[src/rtl/lt_pkg.sv]
package lt_pkg;

    localparam int BYTE_W = 8;

    localparam logic [BYTE_W-1:0] SYM_K28_5 = 8'hBC;
    localparam logic [BYTE_W-1:0] SYM_K28_0 = 8'h1C;

    typedef enum logic [1:0] {
        PH_COMMA = 2'd0,
        PH_FILL  = 2'd1,
        PH_UP    = 2'd2
    } phase_e;

    typedef struct packed {
        logic              valid;
        logic              k;
        logic [BYTE_W-1:0] data;
    } rx_sym_t;

    typedef struct packed {
        logic hit_comma;
        logic hit_fill;
        logic other;
    } sym_class_t;

    typedef struct packed {
        logic [BYTE_W-1:0] data;
        logic              k;
    } tx_sym_t;

    function automatic logic is_ctrl(input rx_sym_t s, input logic [BYTE_W-1:0] code);
        return s.valid && s.k && (s.data == code);
    endfunction

endpackage

[src/rtl/lt_classify.sv]
module lt_classify
    import lt_pkg::*;
(
    input  rx_sym_t    sym,
    output sym_class_t cls
);
    always_comb begin
        cls.hit_comma = is_ctrl(sym, SYM_K28_5);
        cls.hit_fill  = is_ctrl(sym, SYM_K28_0);
        cls.other     = sym.valid && !cls.hit_comma && !cls.hit_fill;
    end
endmodule

[src/rtl/lt_run_counter.sv]
module lt_run_counter #(
    parameter int RUN_LEN = 256
) (
    input  logic clk,
    input  logic rst,
    input  logic clr,
    input  logic inc,
    output logic last
);
    localparam int CW = (RUN_LEN > 1) ? $clog2(RUN_LEN) : 1;
    localparam logic [CW-1:0] LAST_VAL = CW'(RUN_LEN - 1);

    logic [CW-1:0] cnt_q;

    always_ff @(posedge clk) begin
        if (rst || clr) begin
            cnt_q <= '0;
        end else if (inc) begin
            cnt_q <= cnt_q + 1'b1;
        end
    end

    assign last = (cnt_q == LAST_VAL);
endmodule

[src/rtl/lt_tx_sel.sv]
module lt_tx_sel
    import lt_pkg::*;
(
    input  phase_e            ph,
    input  logic [BYTE_W-1:0] usr_data,
    output tx_sym_t           tx
);
    always_comb begin
        unique case (ph)
            PH_COMMA: tx = '{data: SYM_K28_5, k: 1'b1};
            PH_FILL:  tx = '{data: SYM_K28_0, k: 1'b1};
            PH_UP:    tx = '{data: usr_data,  k: 1'b0};
            default:  tx = '{data: SYM_K28_5, k: 1'b1};
        endcase
    end
endmodule

[src/rtl/link_trainer.sv]
module link_trainer
    import lt_pkg::*;
#(
    parameter int RUN_LEN = 256
) (
    input  logic        clk,
    input  logic        rst,
    input  logic        rx_valid,
    input  logic [7:0]  rx_data,
    input  logic        rx_k,
    input  logic        los,
    input  logic [7:0]  usr_data,
    output logic [7:0]  tx_data,
    output logic        tx_k,
    output logic        link_up,
    output logic [1:0]  phase
);
    rx_sym_t    sym;
    sym_class_t cls;
    tx_sym_t    tx;
    phase_e     ph_q, ph_d;
    logic       cnt_clr, cnt_inc, cnt_last;

    assign sym = '{valid: rx_valid, k: rx_k, data: rx_data};

    lt_classify u_cls (
        .sym (sym),
        .cls (cls)
    );

    lt_run_counter #(.RUN_LEN(RUN_LEN)) u_cnt (
        .clk  (clk),
        .rst  (rst),
        .clr  (cnt_clr),
        .inc  (cnt_inc),
        .last (cnt_last)
    );

    always_comb begin
        ph_d    = ph_q;
        cnt_clr = 1'b0;
        cnt_inc = 1'b0;
        if (los) begin
            ph_d    = PH_COMMA;
            cnt_clr = 1'b1;
        end else begin
            unique case (ph_q)
                PH_COMMA: begin
                    if (cls.hit_comma) begin
                        if (cnt_last) begin
                            ph_d    = PH_FILL;
                            cnt_clr = 1'b1;
                        end else begin
                            cnt_inc = 1'b1;
                        end
                    end else if (cls.other || cls.hit_fill) begin
                        cnt_clr = 1'b1;
                    end
                end
                PH_FILL: begin
                    if (cls.hit_fill) begin
                        if (cnt_last) begin
                            ph_d    = PH_UP;
                            cnt_clr = 1'b1;
                        end else begin
                            cnt_inc = 1'b1;
                        end
                    end else if (cls.hit_comma) begin
                        cnt_clr = 1'b1;
                    end else if (cls.other) begin
                        ph_d    = PH_COMMA;
                        cnt_clr = 1'b1;
                    end
                end
                PH_UP: begin
                    cnt_clr = 1'b1;
                end
                default: begin
                    ph_d    = PH_COMMA;
                    cnt_clr = 1'b1;
                end
            endcase
        end
    end

    always_ff @(posedge clk) begin
        if (rst) begin
            ph_q <= PH_COMMA;
        end else begin
            ph_q <= ph_d;
        end
    end

    lt_tx_sel u_tx (
        .ph       (ph_q),
        .usr_data (usr_data),
        .tx       (tx)
    );

    assign tx_data = tx.data;
    assign tx_k    = tx.k;
    assign link_up = (ph_q == PH_UP);
    assign phase   = ph_q;
endmodule

[config.mk]
export PLATFORM = sky130hd
export DESIGN_NAME = link_trainer
export DESIGN_NICKNAME = d
export VERILOG_FILES = /design/src/rtl/lt_pkg.sv /design/src/rtl/lt_classify.sv /design/src/rtl/lt_run_counter.sv /design/src/rtl/lt_tx_sel.sv /design/src/rtl/link_trainer.sv
export SDC_FILE = /design/constraint.sdc
export NUM_CORES = 1
export LEC_CHECK = 0
export ABC_CLOCK_PERIOD_IN_PS = 4320
export BUFFER_PORTS_ARGS = -buffer_cell sky130_fd_sc_hd__buf_2
export CAP_MARGIN = 20
export CORE_MARGIN = 2
export CORE_UTILIZATION = 49
export CTS_BUF_LIST = sky130_fd_sc_hd__clkbuf_16
export DETAILED_ROUTE_END_ITERATION = 16
export PLACE_DENSITY = 0.83
export SYNTH_ARGS = -nofsm -noshare
export SYNTH_HDL_FRONTEND = slang
export SYNTH_SLANG_ARGS = --single-unit
[constraint.sdc]
create_clock -name clk -period 4.32 [get_ports clk]
set_input_delay 0.864 -clock clk [delete_from_list [all_inputs] [get_ports clk]]
set_output_delay 0.864 -clock clk [all_outputs]
set_load 0.005 [all_outputs]
* After elaboration in Yosys (flattened, before gate mapping) *
Cells that the tools add are included.

word-level totals
  memory bits (read-only) = 0
  output and inout bits = 12
  latch bits = 0
  register bits after elaboration = 10
  memories = 0
  bits in writable memories = 0

cells by class
  bitwise gates (word level) = 1
  magnitude comparators = 0
  shift operators = 0
  muxes and demuxes = 21
  multipliers = 0
  equal/unequal tests = 10
  reduce and logical (&&, ||, !) cells = 12
  add/sub/neg operators = 1
  divide/modulo/power cells = 0

operator list
  cell                                                                   count
  9-bit one-hot mux with 2 select lines                                  1
  8-bit equality test, second input constant                             2
  2-bit two-way mux                                                      6
  1-bit two-way mux                                                      11
  3-bit inequality test, second input constant                           3
  8-bit by 1-bit adder with 8-bit output, second input constant          1
  8-bit by 5-bit equality test with 1-bit output, second input constant  1
  2-bit one-hot mux with 3 select lines                                  1
  6-bit AND reduction                                                    1
  1-bit logical AND                                                      5
  2-bit inequality test, second input constant                           2
  1-bit one-hot mux with 2 select lines                                  2
  2-bit by 1-bit equality test with 1-bit output, second input constant  1
  2-bit equality test, second input constant                             1
  1-bit zero test                                                        2
  2-bit zero test                                                        1
  1-bit logical OR                                                       2
  2-bit OR reduction                                                     1
  1-bit NOT                                                              1

* Logic depth before layout (Yosys ltp) *
Gate-level depths: netlist of run 1.

  word-level depth = 11
  gate-level depth with buffers = 7
  depth with buffers taken out = 7

* Modules after synthesis *
Synthesis of run 1 repeated with hierarchy kept, for this count alone.

second synthesis, totals
  cells, all modules = 82
  area total of the unflattened synthesis = 650.6 um^2

by module, submodules not included
  module          times used  area an instance (um^2)  cells an instance
  lt_run_counter  1           355.3                    40
  link_trainer    1           128.9                    15
  lt_tx_sel       1           113.9                    20
  lt_classify     1           52.6                     7

* Least setup slack after synthesis of run 1 *
OpenSTA, ideal clock, no wires.

  kind = in2reg
  start = input rx_data[0]
  end = register u_cnt.cnt_q[5]
  arrival = 2.052 ns
  cell stages on the path = 5
  slack = 2.198 ns
  setup time = 0.070 ns
  buffers on the path = 0
  path through = nand4bb_1 > a311oi_4 > nand3_4 > or3_1 > a21oi_1

between the ends
  longest elaborated chain between the ends = 11
  elaborated cells on any way between the ends = 21
  classes of those cells = eq/ne: 2; mux: 11; reduce/logical: 8

ends and longest elaborated chain
  element                                                line                                    text
  start: declaration                                     link_trainer.sv:9                       input logic [7:0] rx_data,
  8-bit equality test                                    lt_pkg.sv:32                            return s.valid && s.k && (s.data == code);
  1-bit logical AND                                      lt_pkg.sv:32
  1-bit zero test                                        lt_classify.sv:10                       cls.other = sym.valid && !cls.hit_comma && !cls.hit_fill;
  1-bit logical AND (2 in series)                        lt_classify.sv:10
  1-bit two-way mux or 1-bit logical OR (tied branches)  link_trainer.sv:70, link_trainer.sv:56
  1-bit two-way mux, on equally long branches            link_trainer.sv:68, link_trainer.sv:56
  1-bit two-way mux, on equally long branches            link_trainer.sv:61, link_trainer.sv:49
  1-bit one-hot mux with 2 select lines                  link_trainer.sv:47                      unique case (ph_q)
  1-bit two-way mux                                      link_trainer.sv:43                      if (los) begin
  1-bit logical OR                                       lt_run_counter.sv:16                    if (rst || clr) begin
  end signal: assignment                                 lt_run_counter.sv:19                    cnt_q <= cnt_q + 1'b1;
  end: declaration                                       lt_run_counter.sv:13                    logic [CW-1:0] cnt_q;

Several ways; a longest one is shown, not always the timed one.
A chain may end at the register's enable or synchronous reset.

* Final worst setup path of run 1 *
  start = register ph_q[1], in the netlist phase[1]
  end = output tx_data[3]

between the ends
  longest elaborated chain between the ends = 2
  elaborated cells on any way between the ends = 3
  classes of those cells = eq/ne: 2; mux: 1

ends and longest elaborated chain
  element                                                                                line                text
  start: declaration                                                                     link_trainer.sv:21  phase_e ph_q, ph_d;
  start signal: assignment                                                               link_trainer.sv:90  ph_q <= ph_d;
  2-bit equality test or 2-bit by 1-bit equality test with 1-bit output (tied branches)  lt_tx_sel.sv:9      unique case (ph)
  9-bit one-hot mux with 2 select lines (*)                                              lt_tx_sel.sv:9
  end: declaration                                                                       link_trainer.sv:13  output logic [7:0] tx_data,

Mark *: on every way between the ends. The rest lies on a longest branch, timed or not.

==> metrics.cfg, run 1 <==
[outcome]
status = finished clean

[placement]
numPortBuffers = 32
gp_congestion = 0.774
place_ws_ns = 1.94
hpwl_mm = 1.37

[clock_network]
hold_buffers = 0
clkSinkCount = 10
postCtsSetupBuffers = 0
cts_root_buf = clkbuf_16
cts_tree = done
htreeDepth = 1
clockBufferDepth = 2
clk_latency_ns = 0.24
ctsResizeCount = 0
clkTransAtPathRegs_ns = 0.04
cts_buffers = 3

[routing]
routed-wl-met3_um = 118
drt-initial-drc-count = 13
met1_length_um = 714
top_layer_used = met4
route.antenna.remaining_nets = 0
dr.pass1.iters = 4
wl_per_cell_um = 12.9
drt_wl_total_mm = 1.79
drc = 0
num_vias = 761
dr_wl_met2_um = 933
vias_per_cell = 5.51

[layout]
num_antenna_cells = 0
drive_gt1_frac = 0.333
regArea_um2 = 200
area_growth_pct = 34.8
mostFrequentLayoutCell = buf_2
multiInputGateArea_um2 = 515
nNetsFinal = 150
fill_cells = 111
final_cell_mix = buf_2 (32), nand2_1 (15), nor2_1 (11)

[timing]
max_freq_ghz = 0.429
tightest_slew_ns = 0.489
fin_skew_ns = 0.00161
slew_violations = 0
rsz0062_at_grt = false
setup_viol = 0
hold_viol = 0
worst_slack_ns = 1.99
final.min_clock_period_ns = 2.33
fin_crit_sh = 0.539
setup_tns_ns = 0
slew_headroom = 0.674
fin_hold_ws_ns = 0.500

[synthesis]
netlist.area_leader.share = 0.274
synth_top_area_cell = dfxtp_1
synth.area.top_cells = dfxtp_1 (27%), ha_1 (8.6%), nand2_1 (7.7%)
synth_seq_cells = 10
synth_top_family_by_area = simple AND/OR/NAND/NOR gates
yosysSeqAreaShare = 0.274
syn_area_per_cell_um2 = 8.30
synthMuxAreaShare = 0.0411
syn_nets = 114
syn_inst = 88
synth_compound_area_frac = 0.146
synth_cell_types = 30
synthXorXnorAreaFrac = 0.0599
synth_fa_ha_area_frac = 0.0856
syn_area_um2 = 731
ys_warn_count = 0
synthSimpleGateAreaFrac = 0.373

[critical_path]
worstPathCellList = inv_1 > ha_1 > nor2b_1 > nand2_1 > buf_2
crit_slowest_cell = dfxtp_1
cpLargestDelayFamily = flip-flops
path_buf_inv = 2
crit_path_start_kind = flop
arrival_ns = 1.47
worstPathMaxFanout = 5
worstSetupPathType = flop to primary output
required_ns = 3.46
crit_path_max_incr_delay_ns = 0.39
critPathCaptureType = primary output

[global_route]
antenna_found_initial = 0
overflow = 0
grt_pass1_wl_mm = 3.26
grt_pass1_vias = 758
grt_use_total = 0.238
grt_max_degree = 14

[floorplanning]
die_w_um = 42.6
rows = 13
pin_count = 33
die_height_um = 42.6
core_area_mm2 = 0.00135
initial_core_util = 0.541
die_area_mm2 = 0.00182

[pwr]
power_density_mw_per_mm2 = 278
pwr-share-comb = 0.066
power_mw = 0.274
clkPwrFrac = 0.596
vdd_ir_drop_max_v = 0.000265
swShare = 0.186
p_leak_nw = 0.426
pwr-share-seq = 0.338
intPower_mw = 0.223
net-switching-power_mw = 0.0509

[min_path]
hold_class = flop to flop

[run]
cap_violations = 0

## power by group through the flow
stage                     Clock, mW  Sequential, mW  Combinational [mW]
after floorplan                   0          0.0943             0.00596
after global placement            0          0.0943              0.0170
after detailed placement          0          0.0943              0.0176
after CTS                     0.165          0.0927              0.0179
after global routing          0.170          0.0927              0.0195
final                         0.163          0.0928              0.0180
## worst paths after layout
kind | from | end | slack, ns | cells after the start
hold reg to reg | phase[0] | phase[0] | 0.50 | 2
hold / removal | phase[0] | phase[0] | 0.50 | 2
setup reg to reg | phase[1] | u_cnt.cnt_q[7] | 2.36 | 7
setup / recovery | phase[1] | tx_data[3] | 1.99 | 5
## cells by family (layout without fill, tap and decap cells)
family	count (synthesis)	after routing
and+or+nand+nor	47	47
xor gates and xnor gates	5	5
adders and majority gates	5	5
AOI/OAI and AO/OA	14	14
muxes	3	3
buffers and inverters	4	39
DFF	10	10
## flip-flops by register name, summed over array words and instances, names as in the netlist
signal and count:
u_cnt.cnt_q 8, phase 2
## per-layer routing
metal	vias up	GRT usage
li1	382	-
met1	352	0.249
met2	24	0.443
met3	3	0.0776
met4	0	0.0750
met5	-	0
## synthesized netlist by cell type
| master | n |
|---|---|
| a21o_1 | 1 |
| o31ai_1 | 1 |
| dfxtp_1 | 10 |
| inv_1 | 3 |
| clkbuf_1 | 1 |
| or3_1 | 2 |
| a21oi_1 | 2 |
| nand4_1 | 2 |
| nand2_1 | 15 |
| nor2_1 | 11 |
| o21ai_0 | 6 |
| a311oi_4 | 1 |
| and4b_1 | 1 |
| and3_1 | 5 |
| and3_2 | 1 |
| nand3_1 | 2 |
| a31oi_1 | 1 |
| nor3_1 | 1 |
| nor2b_1 | 1 |
| nand3_4 | 1 |
| ha_1 | 5 |
| a221oi_1 | 1 |
| nand4b_4 | 1 |
| and4_1 | 1 |
| nand4bb_1 | 1 |
| and2_1 | 1 |
| mux2i_1 | 3 |
| nor3b_2 | 1 |
| o21ba_2 | 1 |
| xor2_1 | 5 |
## tightest hold or removal path: stages, from the launching register on
cell	delay [ns]
dfxtp_1	0.33
nand2_1	0.06
mux2i_1	0.05
## metrics by stage
stage                     cell area [um2]  utilization  cells
after CTS                             985        0.729    138
after global routing                  985        0.729    138
final                                 985        0.729    138
after floorplan                       731            -     88
after global placement                906        0.671    134
after detailed placement              906        0.671    134
## layout make-up
cell class              instances  area share
well taps                      15      0.0191
flip-flops and latches         10       0.203
inverters                       3      0.0114
repair buffers                 32       0.163
clock inverters                 1     0.00381
multi-input cells              74       0.524
clock buffers                   3      0.0762
No activity file was read; power rests on OpenSTA's default activity.
==> inputs of run 2 (changes only) <==
--- a/config.mk
+++ b/config.mk
@@ -5,14 +5,15 @@
 export SDC_FILE = /design/constraint.sdc
 export NUM_CORES = 1
 export LEC_CHECK = 0
-export ABC_CLOCK_PERIOD_IN_PS = 4320
+export ABC_AREA = 1
+export ABC_CLOCK_PERIOD_IN_PS = 2400
 export BUFFER_PORTS_ARGS = -buffer_cell sky130_fd_sc_hd__buf_2
 export CAP_MARGIN = 20
 export CORE_MARGIN = 2
-export CORE_UTILIZATION = 49
+export CORE_UTILIZATION = 48
 export CTS_BUF_LIST = sky130_fd_sc_hd__clkbuf_16
 export DETAILED_ROUTE_END_ITERATION = 16
-export PLACE_DENSITY = 0.83
+export PLACE_DENSITY = 0.78
 export SYNTH_ARGS = -nofsm -noshare
 export SYNTH_HDL_FRONTEND = slang
 export SYNTH_SLANG_ARGS = --single-unit
==> constraint.sdc (replaced) <==
create_clock -name clk -period 2.4 [get_ports clk]
set_input_delay 0.48 -clock clk [delete_from_list [all_inputs] [get_ports clk]]
set_output_delay 0.48 -clock clk [all_outputs]
set_load 0.005 [all_outputs]
==> run 2 against run 1 <==
Net effect: critical path type unchanged; register-to-register slack got worse by 1.7 ns; worst setup slack worse by 1.6 ns; cell count grew 38%; via count rose by 22%; first-iteration DRC count increased by 23%; final area increased by 15%; largest cell class unchanged; clock skew about the same; combinational power up 120%; non-clock buffer count is the same.
==> metrics.cfg, run 2 <==
[synthesis]
ys_warn_count = 0  ; unchanged
synth_edf_count = 0  ; unchanged
synth.area.top_cells = dfxtp_1 (23%), nand2_1 (14%), nand3_1 (10%)
netlist.area_leader.share = 0.230  ; -0.0438
syn_area_per_cell_um2 = 6.59  ; -21%
synth_top_area_cell = dfxtp_1
yosys.cell_count.top_type = nand2_1
syn_inst = 132  ; +50%
ys.flop_type = dfxtp_1
yosysSeqAreaShare = 0.230  ; -0.0438
synth-async-reset-ratio = 0  ; unchanged
syn_nets = 158  ; +39%
synth_cell_types = 22  ; -27%
synth_commonest_cells = nand2_1 (33), nand3_1 (18), inv_1 (15), nor2_1 (14)
syn_area_um2 = 870  ; +19%
synth_seq_cells = 10  ; unchanged

[critical_path]
r2r_setup_slack_ns = 0.64  ; -1.72 ns
cpLargestDelayFamily = flip-flops
timing.rr.end = u_cnt.cnt_q[5]
arrival_ns = 1.50  ; +0.03 ns
worstPathCellList = inv_1 > ha_1 > or2_2 > nand2_1 > buf_2
crit_path_start_kind = flop
ff2ff_path_depth = 7  ; unchanged
crit_end = tx_data[7]
critical_path_cell_count = 5  ; unchanged
worstSetupPathType = flop to primary output
worstPathMaxFanout = 7  ; +2
crit_slowest_cell = dfxtp_1
crit_path_max_incr_delay_ns = 0.39  ; about the same
reg2reg_from = phase[1]
path_buf_inv = 2  ; unchanged
critPathCaptureType = primary output
startpoint = phase[1]
required_ns = 1.92  ; -1.54 ns

[layout]
num_antenna_cells = 0  ; unchanged
drive_gt1_frac = 0.295  ; -0.0382
nNetsFinal = 193  ; +29%
largest_reg_flops = 8  ; unchanged
mostFrequentLayoutCell = nand2_1
fill_cells = 153  ; +38%
area_growth_pct = 30.1
largest_register = u_cnt.cnt_q
final_cell_mix = nand2_1 (33), buf_2 (32), nand3_1 (18)

[pwr]
pwr-share-seq = 0.328  ; -0.010
pwr-share-comb = 0.078  ; +0.012
intPower_mw = 0.404  ; +81%
power_density_mw_per_mm2 = 450  ; +62%
swShare = 0.205  ; +0.0194
p_leak_nw = 0.546  ; +28%
net-switching-power_mw = 0.104  ; +100%
clkPwrFrac = 0.594  ; -0.002
vdd_ir_drop_max_v = 0.000333  ; +26%

[clock_network]
postCtsSetupBuffers = 0  ; unchanged
cts_buffers = 3  ; unchanged
clockBufferDepth = 2  ; unchanged
hold_buffers = 0  ; unchanged
ctsResizeCount = 0  ; unchanged
cts_tree = done
clk_latency_ns = 0.24  ; about the same
cts_root_buf = clkbuf_16
htreeDepth = 1  ; unchanged
clkTransAtPathRegs_ns = 0.04  ; about the same
clkSinkCount = 10  ; unchanged

[routing]
num_vias = 932  ; +22%
top_layer_used = met4
route.antenna.remaining_nets = 0  ; unchanged
vias_per_cell = 4.88  ; -12%
routed-wl-met3_um = 96  ; -19%
drt-initial-drc-count = 16  ; +3
dr_wl_met2_um = 947  ; +1.5%
wl_per_cell_um = 10.3  ; -20%
drt_wl_total_mm = 1.97  ; +10%
dr.pass1.iters = 4  ; unchanged
drc = 0  ; unchanged
met1_length_um = 895  ; +25%

[timing]
slew_violations = 0  ; unchanged
hold_viol = 0  ; unchanged
slew_headroom = 0.698  ; +0.0240
setup_viol = 0  ; unchanged
setup_tns_ns = 0  ; unchanged
final.min_clock_period_ns = 1.98
max_freq_ghz = 0.506
rsz0062_at_grt = false
tightest_slew_ns = 0.453  ; -0.0365 ns
fin_hold_ws_ns = 0.492  ; -0.00794 ns
fin_skew_ns = 0.00120  ; -0.000409 ns
fin_crit_sh = 0.823

[placement]
gp_congestion = 0.789  ; +1.9%
hpwl_mm = 1.50  ; +10%
numPortBuffers = 32  ; unchanged

[global_route]
grt_use_total = 0.215  ; -0.0234
antenna_found_initial = 0  ; unchanged
grt_pass1_wl_mm = 3.35  ; +3.0%
overflow = 0  ; unchanged
grt_max_degree = 10  ; -4
grt_pass1_vias = 842  ; +11%

[floorplanning]
rows = 15  ; +2
core_area_mm2 = 0.00171  ; +27%
initial_core_util = 0.509  ; -0.0321
die_height_um = 46.6  ; +9.3%
pin_count = 33  ; unchanged
die_area_mm2 = 0.00217  ; +19%
die_w_um = 46.6  ; +9.3%

[outcome]
status = finished clean

[run]
cap_violations = 0  ; unchanged

[min_path]
hold_start = u_cnt.cnt_q[1]
hold_class = flop to flop

==> run 2: changes by cell type after synthesis, moves of 5 or more <==
cell / before / now
o21ai_0: 6 / 0
a21oi_1: 2 / 10
nand2_1: 15 / 33
inv_1: 3 / 15
nand3_1: 2 / 18
and3_1: 5 / 0
==> run 2: worst min path at each step <==
| stage | end | slack [ns] | depth (start not counted) |
|---|---|---|---|
| 3_3_place_gp | u_cnt.cnt_q[1] | 0.47 | 2 |
| 6_report | u_cnt.cnt_q[1] | 0.49 | 2 |
| 2_1_floorplan | u_cnt.cnt_q[1] | 0.46 | 2 |
| 4_1_cts | u_cnt.cnt_q[1] | 0.49 | 2 |
| 3_5_place_dp | u_cnt.cnt_q[7] | 0.49 | 2 |
| 5_1_grt | u_cnt.cnt_q[1] | 0.51 | 2 |
==> run 2: cells by family (layout without fill, tap and decap cells) <==
| kind of cell | after synthesis | count (layout) | share of synthesized area |
|---|---|---|---|
| AO/OA/AOI/OAI | 11 | 11 | 0.0763 |
| XOR/XNOR | 6 | 6 | 0.0604 |
| adder cells (fa/ha/maj) | 5 | 5 | 0.0719 |
| flip-flops | 10 | 10 | 0.230 |
| buffers and inverters | 17 | 51 | 0.0748 |
| AND/OR/NAND/NOR | 83 | 83 | 0.486 |
==> run 2: final cells by class <==
class	instances	area (um2)	share of cell area
Multi-Input combinational cell	105	604	0.534
Sequential cell	10	200	0.177
Timing Repair Buffer	32	160	0.142
Tap cell	25	31.3	0.0277
Clock inverter	1	3.75	0.00332
Inverter	15	56.3	0.0498
Clock buffer	3	75.1	0.0664
==> run 2: power groups by stage <==
stage	registers [mW]	clock network (mW)	logic, mW
2_1_floorplan	0.170	0	0.0166
3_3_place_gp	0.170	0	0.0380
3_5_place_dp	0.170	0	0.0395
4_1_cts	0.167	0.305	0.0397
5_1_grt	0.167	0.313	0.0446
6_report	0.167	0.302	0.0395
==> run 2: metal layers <==
metal / up-vias / global-route usage
met5: - / 0
met4: 0 / 0.0686
met3: 3 / 0.0510
met2: 29 / 0.375
met1: 410 / 0.255
li1: 490 / -
==> run 2: worst register-to-register path: stages (launching register included) <==
cell and delay, ns:
dfxtp_1 0.34, inv_1 0.09, ha_1 0.34, nor2_1 0.13, nor3b_4 0.43, nand2_4 0.14, nand2_1 0.09, a21oi_1 0.06
==> run 2: metrics by stage <==
step                utilization  total power, mW  setup slack (ns)  area (um2)  cells
finish                    0.662            0.509             0.424        1130    191
global route              0.662            0.524             0.322        1130    191
CTS                       0.662            0.512             0.420        1130    191
detailed placement        0.616            0.209             0.643        1050    187
global placement          0.616            0.208             0.687        1050    187
floorplan                     -            0.186             0.702         870    132
